[config.mk]
export PLATFORM = sky130hd
export DESIGN_NAME = lpcMemTarget
export DESIGN_NICKNAME = d
export VERILOG_FILES = /design/src/rtl/lpcTgtPkg.sv /design/src/rtl/lpcTgtCtrl.sv /design/src/rtl/lpcTgtData.sv /design/src/rtl/lpcMemTarget.sv
export SDC_FILE = /design/constraint.sdc
export NUM_CORES = 1
export LEC_CHECK = 0
export ABC_AREA = 1
export BUFFER_PORTS_ARGS = -buffer_cell sky130_fd_sc_hd__buf_2
export CORE_ASPECT_RATIO = 0.8
export CORE_MARGIN = 2
export CORE_UTILIZATION = 56
export DETAILED_ROUTE_END_ITERATION = 8
export MAX_ROUTING_LAYER = met4
export PLACE_DENSITY_LB_ADDON = 0.2
export SLEW_MARGIN = 20
export SYNTH_ARGS = -nofsm -noshare
export SYNTH_HDL_FRONTEND = slang
export SYNTH_SLANG_ARGS = --single-unit
[constraint.sdc]
create_clock -name clk -period 2.37 [get_ports clk]
set_input_delay 0.3555 -clock clk [delete_from_list [all_inputs] [get_ports clk]]
set_output_delay 0.3555 -clock clk [all_outputs]
set_load 0.005 [all_outputs]
[src/rtl/lpcTgtPkg.sv]
`timescale 1ns/1ps
package lpcTgtPkg;
  localparam int NIB_W      = 4;
  localparam int ADDR_NIBS  = 8;
  localparam int ID_W       = 4;
  localparam int ID_LSB     = 18;
  localparam int ARRAY_BIT  = 22;
  localparam int UPPER_LSB  = 23;

  localparam logic [NIB_W-1:0] NIB_START = 4'h0;
  localparam logic [NIB_W-1:0] NIB_SWAIT = 4'h5;
  localparam logic [NIB_W-1:0] NIB_READY = 4'h0;
  localparam logic [NIB_W-1:0] NIB_TURN  = 4'hF;

  typedef enum logic [3:0] {
    ST_IDLE, ST_CTYPE, ST_ADDR, ST_WDAT, ST_HTAR,
    ST_WSYNC, ST_RSYNC, ST_RDAT, ST_ACK, ST_TTAR
  } tgtState_e;

  typedef enum logic [2:0] {
    OS_SWAIT, OS_READY, OS_DLO, OS_DHI, OS_TURN
  } outSel_e;

  typedef struct packed {
    logic    shiftAddr;
    logic    capLo;
    logic    capHi;
    logic    capRd;
    logic    drive;
    outSel_e outSel;
  } ctlStrobe_t;
endpackage

[src/rtl/lpcTgtCtrl.sv]
`timescale 1ns/1ps
module lpcTgtCtrl
  import lpcTgtPkg::*;
#(
  parameter int WAIT_CYC = 2
) (
  input  logic             clk,
  input  logic             rstAllN,
  input  logic             frameN,
  input  logic [NIB_W-1:0] ladIn,
  input  logic             typeOk,
  input  logic             typeWr,
  input  logic             addrOk,
  output ctlStrobe_t       strobe,
  output logic             beRd,
  output logic             beWr
);
  localparam int CNT_MAX = (WAIT_CYC > ADDR_NIBS) ? WAIT_CYC : ADDR_NIBS;
  localparam int CNT_W   = $clog2(CNT_MAX);
  localparam logic [CNT_W-1:0] LAST_ADDR = CNT_W'(ADDR_NIBS - 1);
  localparam logic [CNT_W-1:0] LAST_WAIT = CNT_W'(WAIT_CYC - 1);
  localparam logic [CNT_W-1:0] CNT_ONE   = CNT_W'(1);

  tgtState_e        state, nextState;
  logic [CNT_W-1:0] cnt, nextCnt;
  logic             isWr, nextWr;

  always_ff @(posedge clk or negedge rstAllN) begin
    if (!rstAllN) begin
      state <= ST_IDLE;
      cnt   <= '0;
      isWr  <= 1'b0;
    end else begin
      state <= nextState;
      cnt   <= nextCnt;
      isWr  <= nextWr;
    end
  end

  always_comb begin
    nextState     = state;
    nextCnt       = cnt;
    nextWr        = isWr;
    strobe        = '0;
    strobe.outSel = OS_TURN;
    beRd          = 1'b0;
    beWr          = 1'b0;
    case (state)
      ST_IDLE: ;
      ST_CTYPE: begin
        nextCnt = '0;
        if (typeOk) begin
          nextState = ST_ADDR;
          nextWr    = typeWr;
        end else begin
          nextState = ST_IDLE;
        end
      end
      ST_ADDR: begin
        strobe.shiftAddr = 1'b1;
        if (cnt == LAST_ADDR) begin
          nextCnt   = '0;
          nextState = isWr ? ST_WDAT : ST_HTAR;
        end else begin
          nextCnt = cnt + CNT_ONE;
        end
      end
      ST_WDAT: begin
        if (cnt == '0) begin
          if (!addrOk) begin
            nextState = ST_IDLE;
          end else begin
            strobe.capLo = 1'b1;
            nextCnt      = CNT_ONE;
          end
        end else begin
          strobe.capHi = 1'b1;
          nextCnt      = '0;
          nextState    = ST_HTAR;
        end
      end
      ST_HTAR: begin
        if (cnt == '0) begin
          if (!addrOk) begin
            nextState = ST_IDLE;
          end else begin
            beWr         = isWr;
            beRd         = !isWr;
            strobe.capRd = !isWr;
            nextCnt      = CNT_ONE;
          end
        end else begin
          nextCnt   = '0;
          nextState = isWr ? ST_ACK : ST_WSYNC;
        end
      end
      ST_WSYNC: begin
        strobe.drive  = 1'b1;
        strobe.outSel = OS_SWAIT;
        if (cnt == LAST_WAIT) begin
          nextCnt   = '0;
          nextState = ST_RSYNC;
        end else begin
          nextCnt = cnt + CNT_ONE;
        end
      end
      ST_RSYNC: begin
        strobe.drive  = 1'b1;
        strobe.outSel = OS_READY;
        nextCnt       = '0;
        nextState     = ST_RDAT;
      end
      ST_RDAT: begin
        strobe.drive = 1'b1;
        if (cnt == '0) begin
          strobe.outSel = OS_DLO;
          nextCnt       = CNT_ONE;
        end else begin
          strobe.outSel = OS_DHI;
          nextCnt       = '0;
          nextState     = ST_TTAR;
        end
      end
      ST_ACK: begin
        strobe.drive  = 1'b1;
        strobe.outSel = OS_READY;
        nextState     = ST_TTAR;
      end
      ST_TTAR: begin
        strobe.drive  = 1'b1;
        strobe.outSel = OS_TURN;
        nextState     = ST_IDLE;
      end
      default: nextState = ST_IDLE;
    endcase
    // A framed nibble overrides everything: restart on a start nibble, else drop.
    if (!frameN) begin
      nextCnt          = '0;
      nextState        = (ladIn == NIB_START) ? ST_CTYPE : ST_IDLE;
      strobe.shiftAddr = 1'b0;
      strobe.capLo     = 1'b0;
      strobe.capHi     = 1'b0;
    end
  end
endmodule

[src/rtl/lpcTgtData.sv]
`timescale 1ns/1ps
module lpcTgtData
  import lpcTgtPkg::*;
#(
  parameter int BE_ADDR_W = 18
) (
  input  logic                 clk,
  input  logic                 rstAllN,
  input  logic                 frameN,
  input  logic [NIB_W-1:0]     ladIn,
  input  logic [ID_W-1:0]      idStrap,
  input  ctlStrobe_t           strobe,
  output logic                 typeOk,
  output logic                 typeWr,
  output logic                 addrOk,
  output logic [BE_ADDR_W-1:0] beAddr,
  output logic                 beArray,
  output logic [7:0]           beWdata,
  input  logic [7:0]           beRdata,
  output logic [NIB_W-1:0]     ladOut,
  output logic                 ladOe
);
  localparam int ADDR_W = NIB_W * ADDR_NIBS;

  logic [ADDR_W-1:0] addrSh;
  logic [7:0]        wrByte;
  logic [7:0]        rdByte;
  logic [ID_W-1:0]   idHit;
  logic              upperOk;

  always_ff @(posedge clk or negedge rstAllN) begin
    if (!rstAllN) begin
      addrSh <= '0;
      wrByte <= '0;
      rdByte <= '0;
    end else begin
      if (strobe.shiftAddr) addrSh <= {addrSh[ADDR_W-NIB_W-1:0], ladIn};
      if (strobe.capLo)     wrByte[3:0] <= ladIn;
      if (strobe.capHi)     wrByte[7:4] <= ladIn;
      if (strobe.capRd)     rdByte <= beRdata;
    end
  end

  assign typeWr = ladIn[1];
  assign typeOk = (ladIn[3:2] == 2'b01) && (ladIn[1] || !ladIn[0]);

  // Strap low selects address bit one: a bit matches when it differs from its strap.
  for (genvar i = 0; i < ID_W; i++) begin : g_idCmp
    assign idHit[i] = addrSh[ID_LSB + i] ^ idStrap[i];
  end

  assign upperOk = &addrSh[ADDR_W-1:UPPER_LSB];
  assign addrOk  = upperOk && (&idHit);
  assign beAddr  = addrSh[BE_ADDR_W-1:0];
  assign beArray = addrSh[ARRAY_BIT];
  assign beWdata = wrByte;

  always_comb begin
    case (strobe.outSel)
      OS_SWAIT: ladOut = NIB_SWAIT;
      OS_READY: ladOut = NIB_READY;
      OS_DLO:   ladOut = rdByte[3:0];
      OS_DHI:   ladOut = rdByte[7:4];
      default:  ladOut = NIB_TURN;
    endcase
  end

  assign ladOe = strobe.drive && frameN && rstAllN;
endmodule

[src/rtl/lpcMemTarget.sv]
`timescale 1ns/1ps
module lpcMemTarget
  import lpcTgtPkg::*;
#(
  parameter int BE_ADDR_W = 18,
  parameter int WAIT_CYC  = 2
) (
  input  logic                 clk,
  input  logic                 rstN,
  input  logic                 initN,
  input  logic                 frameN,
  input  logic [3:0]           ladIn,
  output logic [3:0]           ladOut,
  output logic                 ladOe,
  input  logic [3:0]           idStrap,
  output logic [BE_ADDR_W-1:0] beAddr,
  output logic                 beArray,
  output logic [7:0]           beWdata,
  output logic                 beWr,
  output logic                 beRd,
  input  logic [7:0]           beRdata
);
  logic       rstAllN;
  ctlStrobe_t strobe;
  logic       typeOk, typeWr, addrOk;

  assign rstAllN = rstN & initN;

  lpcTgtCtrl #(.WAIT_CYC(WAIT_CYC)) u_ctrl (
    .clk(clk), .rstAllN(rstAllN), .frameN(frameN), .ladIn(ladIn),
    .typeOk(typeOk), .typeWr(typeWr), .addrOk(addrOk),
    .strobe(strobe), .beRd(beRd), .beWr(beWr)
  );

  lpcTgtData #(.BE_ADDR_W(BE_ADDR_W)) u_data (
    .clk(clk), .rstAllN(rstAllN), .frameN(frameN), .ladIn(ladIn),
    .idStrap(idStrap), .strobe(strobe),
    .typeOk(typeOk), .typeWr(typeWr), .addrOk(addrOk),
    .beAddr(beAddr), .beArray(beArray), .beWdata(beWdata),
    .beRdata(beRdata), .ladOut(ladOut), .ladOe(ladOe)
  );
endmodule

# Word level (Yosys, flattened, before mapping)
# Index checks and enable logic that the tools add are counted.
# classes
n_addsub	1
eq_ne	21
muxes	34
bitwise	5
n_reduce_logical	19
# op_table
operator	count
$pmux 4 s9	1
$mux 4	8
$pmux 4 s4	2
$mux 3	7
$eq 4x3->1 const B	4
$pmux 3 s5	1
$mux 1	13
$reduce_and 9->1	1
$eq 4x2->1 const B	2
$eq 4x4->1 const B	2
$logic_not 4->1	2
$reduce_and 4->1	2
$eq 3x1->1 const B	2
$eq 3x2->1 const B	2
$logic_not 3->1	2
$ne 3x2->1 const B	2
$ne 6x3->1 const B	1
$reduce_or 2->1	3
$eq 4x1->1 const B	1
$logic_and 1x1->1	4
$mux 2	2
$ne 4x3->1 const B	1
$reduce_and 2->1	2
$xor 1x1->1	4
other kinds (8)	9
# totals
reg_bits	56
inputBits	20
output_inout_bits	34
elab_cells	87

# Logic depth before layout (Yosys ltp)
# Gate-level depths: netlist of the first run.
# logic_depth
depth_word	7
depth_mapped	11

# Modules after synthesis
# Synthesis of the first run repeated with hierarchy kept, for this count alone.
# unflattened
cells_unflattened	343
hier_area_um2	2896.5
# modules_own_cells
mod	instances	cells_per_inst	area_per_inst_um2	seq_area_each_um2
lpcTgtData	1	211	2097.0	1201.2
lpcTgtCtrl	1	130	792.0	200.2
lpcMemTarget	1	2	7.5	0.0

# Worst setup path after synthesis of the first run
# Ideal clock, no wire load.
# synth_timing
kind	register -> output
start	register u_ctrl.cnt[0]
end	output beRd
arrival_ps	1371
t_required_ps	2014
setup_slack_ps	644
stages_incl_launch_ff	9
cell_sequence	dfrtp_1 -> inv_1 -> ha_1 -> nand2_1 -> clkinv_1 -> nand3_1 -> nor2_1 -> nand2_2 -> inv_4
# synth_via
elab_chain_len	3
# synth_lines
element	line	rtl
from (decl)	lpcTgtCtrl.sv:25	logic [CNT_W-1:0] cnt, nextCnt;
from (signal assigned)	lpcTgtCtrl.sv:35	cnt <= nextCnt;
$logic_not 3->1	lpcTgtCtrl.sv:83	if (cnt == '0) begin
$mux 1	lpcTgtCtrl.sv:83	
$mux 1	lpcTgtCtrl.sv:48	case (state)
to (decl)	lpcMemTarget.sv:20	output logic beRd,
# No other way between the ends.

# Worst setup path in the final report of the first run
# layout_timing
start	register u_ctrl.state[2]
end	output ladOut[3]
# layout_via
elab_chain_len	5
word_cells_on_any_way	12
# layout_lines
element	line	rtl
from (decl)	lpcTgtCtrl.sv:24	tgtState_e state, nextState;
from (signal assigned)	lpcTgtCtrl.sv:34	state <= nextState;
$eq 4x3->1 or $eq 4x4->1 (tied branches)	lpcTgtCtrl.sv:48	
$reduce_or 2->1 (no source line)	n/a	
$pmux 4 s4 *	lpcTgtCtrl.sv:48	
$eq 3x2->1 (tied with other cells)	lpcTgtData.sv:59	case (strobe.outSel)
$pmux 4 s4 *	lpcTgtData.sv:59	
to (decl)	lpcMemTarget.sv:13	output logic [3:0] ladOut,
# Every way passes the cells marked *; elsewhere a longest branch is shown, timed or not.

==> qor.txt, run 1 <==
status - completed
final hold slack - 0.01507 ns
Setup crit end kind - primary output
reg2reg start - u_ctrl.cnt[0]$_DFFE_PN0P_
syn_nets - 416
Antenna diodes - 0
synth unique cells - 33
min cycle time layout - 2.213 ns
total CTS buffers - 5
main flop type after synthesis - dfrtp_1
All-Layer GR Usage - 0.2256
Max Cap Viol - 0
Clk network pwr share - 0.295
Setup Total Neg Slack - 0 ns
Residual DRC - 0
drt wl/cell - 12.65 um
Design Power - 1.920 mW
final WL - 6.247 mm
DIE HEIGHT - 69.97 um
starting density of the core - 0.5948
Cells after Synth - 392
via count - 2483
Worst-Margin Slew - 0.4414 ns
RePlAce Congestion - 0.9540
drt first pass iters - 4
maximum vdd ir drop - 323.3 uV
Core Area - 0.005122 mm^2
# rows - 23
Clock Tree Buf Depth - 2
Comb pwr share - 0.150
CP startpoint kind - flip-flop
switching power - 559.3 uW
Sw Ratio - 0.2912
sequential power share - 0.556
Worst Path Arrival - 1.86 ns
number of hold violations in the final report - 0
worst setup path startpoint - u_ctrl.state[2]$_DFFE_PN0P_
worst path required time - 2.01 ns
achievable frequency - 451.8 MHz
WS Path Type - flip-flop to primary output
cell with the most instances after synthesis - nand2_1
Clock transition at path regs - 0.10 ns
Pint - 1.361 mW
Die W - 86.47 um
count of input and output buffers - 53
placed wire-length estimate - 4.739 mm
P&R area growth vs syn - 10.23%
Final Max Tran Viols - 0
Post-synth top cells - nand2_1, dfrtp_1, inv_1
H-tree depth - 2
DRT iter0 DRCs - 196
post-synth top area share - 0.4600
Clock Latency Late Sink - 0.32 ns
Mapped Area - 0.003047 mm^2
I/O pin count - 54
warnings from Yosys - 0
flop2flop setup slack - 0.60 ns
Final WS setup - 0.1566 ns
first-pass GRT wire length - 10.57 mm
post-synthesis sequential area ratio - 0.4600
Placement Setup Slack - 0.4163 ns
drt via density - 5.026
worst r2r dst - u_ctrl.state[0]$_DFFE_PN0P_
Setup Viol. Count Final - 0
CTS Sinks - 56
clk_skew - 0.006767 ns
vias in the first global route - 2361
initial antenna violation count - 0
fin nets - 455
grt total ovfl - 0
total leakage power - 1.849 nW
Avg Inst Size Synth - 7.772 um^2
worst r2r path cells - 11
crit path capture - ladOut[3]
CP max FO - 6
Power Density - 571.8 mW/mm^2
pin count of the biggest net entering global routing - 45
number of synthesized flops with an enable pin - 0
worst min-delay path class - input pin to asynchronous set/reset pin
Async SR Flop Fraction - 1.000
TritonCTS clock tree - done
Tcrit/Tclk final - 0.9339
RSZ-0062 raised after global routing - no
top cell type by total area after synthesis - dfrtp_1
share of cells above drive strength 1 - 0.2431
synthesis-stage register bit count - 56
Worst slew margin - 0.7053
CTS Root Cell - clkbuf_8
top post-synthesis cells by area - dfrtp_1, nand2_1, inv_1, buf_4, o21ai_0
Routed Antenna Nets - 0
total die area - 0.006050 mm^2
-- through the flow --
stage | cell area [um^2] | instances | utilization
finish | 3358 | 494 | 0.6556
detailed placement | 3249 | 485 | 0.6343
global placement | 3249 | 485 | 0.6343
floorplan | 3047 | 392 | -
CTS | 3346 | 493 | 0.6532
global route | 3358 | 494 | 0.6556
-- cell families after synthesis --
kind of cell    Yosys count  synth area share
compound gates           41           0.07927
fa+ha+maj                 4           0.01643
buf+inv                  75            0.1199
flops                    56            0.4600
simple gates            216            0.3244
-- worst max-delay path, stage by stage (launching register included) --
cell and delay, ns:
dfrtp_1 0.45, inv_2 0.11, nor2_4 0.15, inv_2 0.09, nor2_4 0.12, inv_1 0.07, nor2_1 0.25, nand2_1 0.10
nand3_1 0.10, buf_2 0.11
-- power by group through the flow --
stage | sequential, mW | combinational, mW | clock [mW]
after CTS | 1.07 | 0.286 | 0.572
after global placement | 1.08 | 0.279 | 0
after global routing | 1.08 | 0.327 | 0.608
final | 1.07 | 0.288 | 0.566
after detailed placement | 1.09 | 0.285 | 0
after floorplan | 1.08 | 0.207 | 0
-- layer usage --
metal,GRT usage,part of all wire
met4,0.05382,0.0085
met2,0.3179,0.42
met1,0.3372,0.51
met3,0.04255,0.058
met5,-,0
-- worst min-delay path by stage --
stage	startpoint	endpoint	slack [ns]	cells after the start
floorplan	u_data.addrSh[28]$_DFFE_PN0P_	u_data.addrSh[28]$_DFFE_PN0P_	0.45	2
global placement	initN	u_data.rdByte[5]$_DFFE_PN0P_	0.37	3
detailed placement	initN	u_data.rdByte[5]$_DFFE_PN0P_	0.37	3
CTS	initN	u_data.rdByte[5]$_DFFE_PN0P_	0.03	3
global route	rstN	u_data.rdByte[5]$_DFFE_PN0P_	0.04	3
finish	initN	u_data.rdByte[5]$_DFFE_PN0P_	0.02	3
-- what timing repair did --
item | in CTS | in global routing
setup buffers | 0 | 1
hold buffers | 0 | 0
gates resized for setup | 0 | 3
setup endpoints to repair | 0 | 5
-- layout make-up --
| type | instances | area (um^2) |
|---|---|---|
| Multi-Input combinational cell | 261 | 1285 |
| Clock buffer | 6 | 82.58 |
| Inverter | 50 | 190.2 |
| Sequential cell | 56 | 1401 |
| Clock inverter | 2 | 13.76 |
| Timing Repair Buffer | 57 | 307.8 |
| Fill cell | 480 | 1764 |
| Tap cell | 62 | 77.57 |
-- state kept, by name (all words and copies together) (netlist names) --
signal and cells:
u_data.addrSh 32, u_data.beWdata 8, u_data.rdByte 8, u_ctrl.state 4, u_ctrl.cnt 3, u_ctrl.isWr 1
-- cell usage in the layout (no fill, tap or decap) --
| cell | Yosys | layout |
|---|---|---|
| nand2_1 | 152 | 151 |
| dfrtp_1 | 56 | 56 |
| buf_2 | 2 | 53 |
| inv_1 | 39 | 38 |
| o21ai_0 | 20 | 20 |
| nor2_1 | 19 | 18 |
| nand3_1 | 15 | 15 |
| inv_2 | 9 | 11 |
| o21ai_1 | 10 | 10 |
| nor2_4 | 7 | 7 |
| nand2_2 | 5 | 6 |
| clkbuf_8 | 0 | 6 |
| nor2_2 | 4 | 5 |
| nor3_1 | 4 | 4 |
| ha_1 | 4 | 4 |
| nand4_1 | 3 | 3 |
| buf_4 | 19 | 3 |
| a31oi_1 | 2 | 2 |
| a311oi_1 | 2 | 2 |
| a21oi_1 | 2 | 2 |
| a21oi_2 | 2 | 2 |
| nand3_2 | 2 | 2 |
| nand2_4 | 1 | 1 |
| inv_4 | 1 | 1 |
| nand3_4 | 1 | 1 |
| a21oi_4 | 1 | 1 |
| nand4_4 | 1 | 1 |
| nor4_4 | 1 | 1 |
| and3_1 | 1 | 1 |
| o2111ai_1 | 1 | 1 |
| o21ai_2 | 1 | 1 |
| clkinv_2 | 0 | 1 |
| inv_6 | 0 | 1 |
| buf_12 | 0 | 1 |
No activity file was read; power rests on OpenSTA's default activity.
==> run 2, diff against run 1 <==
==> constraint.sdc (replaced) <==
create_clock -name clk -period 2.37 [get_ports clk]
set_input_delay 0.237 -clock clk [delete_from_list [all_inputs] [get_ports clk]]
set_output_delay 0.237 -clock clk [all_outputs]
set_load 0.005 [all_outputs]
==> run 2 against run 1 <==
Net effect:
- final area increased by 0.89%
- sequential share of layout area shrank 0.37 points
- global-route usage increased by 0.33 points
- first-iteration DRC count is 4.6% lower
- critical endpoint is now beRd
- worst setup slack gained 0.051 ns
- clock power grew 14%
- via count is 1.7% higher
- core utilization rose by 0.59 points
- maximum frequency is 2.3% higher
- combinational power is essentially flat
- sequential power about the same
==> qor.txt, run 2 (synthesis results as in run 1) <==
clk_skew - 0.007953 ns (+0.001187 ns)
grt total ovfl - 0 (unchanged)
most common cell after layout, fill and taps aside - nand2_1
via count - 2526 (+1.7%)
Clock transition at path regs - 0.11 ns (about the same)
TritonCTS clock tree - done
Finished Cell Area - 0.003388 mm^2 (+0.89%)
final hold slack - 0.1105 ns (+0.09542 ns)
vias in the first global route - 2358 (-0.13%)
CTS Root Cell - clkbuf_8
RSZ-0062 raised after global routing - no
Util after Layout - 0.6615 (+0.005862)
Routed Antenna Nets - 0 (unchanged)
total CTS buffers - 5 (unchanged)
initial antenna violation count - 0 (unchanged)
delay-heaviest family, CP - simple AND/OR/NAND/NOR gates
Max Cap Viol - 0 (unchanged)
H-tree depth - 2 (unchanged)
drt wl/cell - 12.83 um (+1.5%)
Setup Total Neg Slack - 0 ns (unchanged)
Setup Viol. Count Final - 0 (unchanged)
Tcrit/Tclk final - 0.9126 (-0.02133)
worst setup path startpoint - u_ctrl.cnt[0]$_DFFE_PN0P_
achievable frequency - 462.4 MHz (+2.3%)
Clock Latency Late Sink - 0.31 ns (about the same)
worst path required time - 2.13 ns (+0.12 ns)
CTS Sinks - 56 (unchanged)
WS Path Type - flip-flop to primary output
Antenna diodes - 0 (unchanged)
total leakage power - 1.854 nW (+0.25%)
Setup crit end kind - primary output
most frequent CP cell - nand2_2
share of cells above drive strength 1 - 0.2379 (-0.005180)
Hold Crit Start - beRdata[5]
Clock Tree Buf Depth - 2 (unchanged)
final WL - 6.351 mm (+1.7%)
DIE HEIGHT - 69.97 um (unchanged)
CP startpoint kind - flip-flop
Area after DPL - 0.003242 mm^2 (-0.23%)
Top reg by flops - u_data.addrSh
Die W - 86.47 um (unchanged)
CP max FO - 9 (+3)
critical-path cell list - inv_1, ha_1, nand2_2, clkinvlp_4, nand3_1, nor2_1, nand2_2, inv_4, buf_2
first-pass GRT wire length - 10.83 mm (+2.5%)
Worst-Margin Slew - 0.4815 ns (+0.04008 ns)
Residual DRC - 0 (unchanged)
drt first pass iters - 4 (unchanged)
All-Layer GR Usage - 0.2288 (+0.003255)
reg2reg start - u_ctrl.cnt[0]$_DFFE_PN0P_
total die area - 0.006050 mm^2 (unchanged)
RePlAce Congestion - 0.9913 (+3.9%)
# rows - 23 (unchanged)
number of hold violations in the final report - 0 (unchanged)
count of input and output buffers - 53 (unchanged)
Worst path max stage delay - 0.41 ns (-0.04 ns)
starting density of the core - 0.5948 (unchanged)
placed wire-length estimate - 4.695 mm (-0.93%)
Final Max Tran Viols - 0 (unchanged)
Worst slew margin - 0.6785 (-0.02676)
critical-path cell with the highest stage delay - dfrtp_1
status - completed
most frequent cells in the layout - nand2_1, dfrtp_1, buf_2
pin count of the biggest net entering global routing - 36 (-20%)
max FFs per register - 32 (unchanged)
drt via density - 5.103 (+1.5%)
Core Area - 0.005122 mm^2 (unchanged)
maximum vdd ir drop - 368.2 uV (+14%)
I/O pin count - 54 (unchanged)
WP buf/inv - 4 (unchanged)
Worst Path Arrival - 1.93 ns (+0.07 ns)
fin nets - 456 (+0.22%)
worst min-delay path class - input pin to flip-flop
P&R area growth vs syn - 11.21%
DRT iter0 DRCs - 187 (-4.6%)
min cycle time layout - 2.163 ns (-0.05054 ns)
Power Density - 591.8 mW/mm^2 (+3.5%)
run 2: worst register-to-register path, delay by kind of cell, from the launching register on:
family	cells	cell delay, ns
adders and majority gates	1	0.21
DFF	1	0.39
buffers and inverters	3	0.31
and+or+nand+nor	4	0.55
AOI/OAI and AO/OA	2	0.16
run 2: stage by stage:
step | power [mW] | setup slack [ns] | cells
6_report | 2.005 | 0.2072 | 495
5_1_grt | 2.112 | 0.03147 | 495
4_1_cts | 2.011 | 0.05616 | 494
3_5_place_dp | 1.361 | 0.4166 | 484
3_3_place_gp | 1.353 | 0.4861 | 484
2_1_floorplan | 1.283 | 0.6986 | 392
run 2: cell type report:
cell class,instances,area (um^2)
multi-input combinational,261,1282
tap,62,77.57
clock inverter,3,46.29
fill,456,1734
timing repair buffer,57,312.8
sequential,56,1401
inverter,50,193.9
clock buffer,5,68.82
timing repair inverter,1,5.005
run 2: routing by layer:
layer,wire [um],global-route usage,share of wire,vias to the layer above
met4,57,0.05903,0.0090,0
li1,-,-,-,1281
met1,3176,0.3441,0.50,1176
met2,2783,0.3154,0.44,62
met3,332,0.04728,0.052,7
met5,0,-,0,-
run 2: repair_timing:
| item | 4_1_cts | 5_1_grt |
|---|---|---|
| endpoints found under the hold margin | 21 | 0 |
| endpoints found under the setup margin | 0 | 5 |
| gates resized for setup | 0 | 2 |
| buffers inserted | 0 | 0 |
| hold buffers | 2 | 0 |
run 2: final timing paths:
kind	end	slack [ns]	cells past startpoint
min in group asynchronous	u_data.rdByte[4]$_DFFE_PN0P_	0.54	4
worst max register to register	u_ctrl.state[0]$_DFFE_PN0P_	0.65	10
worst max-delay path	beRd	0.21	9
worst min-delay path	u_data.rdByte[5]$_DFFE_PN0P_	0.11	3
worst min register to register	u_data.rdByte[3]$_DFFE_PN0P_	0.49	2
max in group asynchronous	u_data.addrSh[25]$_DFFE_PN0P_	0.74	6
run 2: power by group:
part	internal, mW	leakage (nW)	switching (mW)
clock network	0.321	0.0600	0.327
logic	0.0993	1.05	0.190
registers	1.02	0.740	0.0475
total	1.44	1.85	0.565
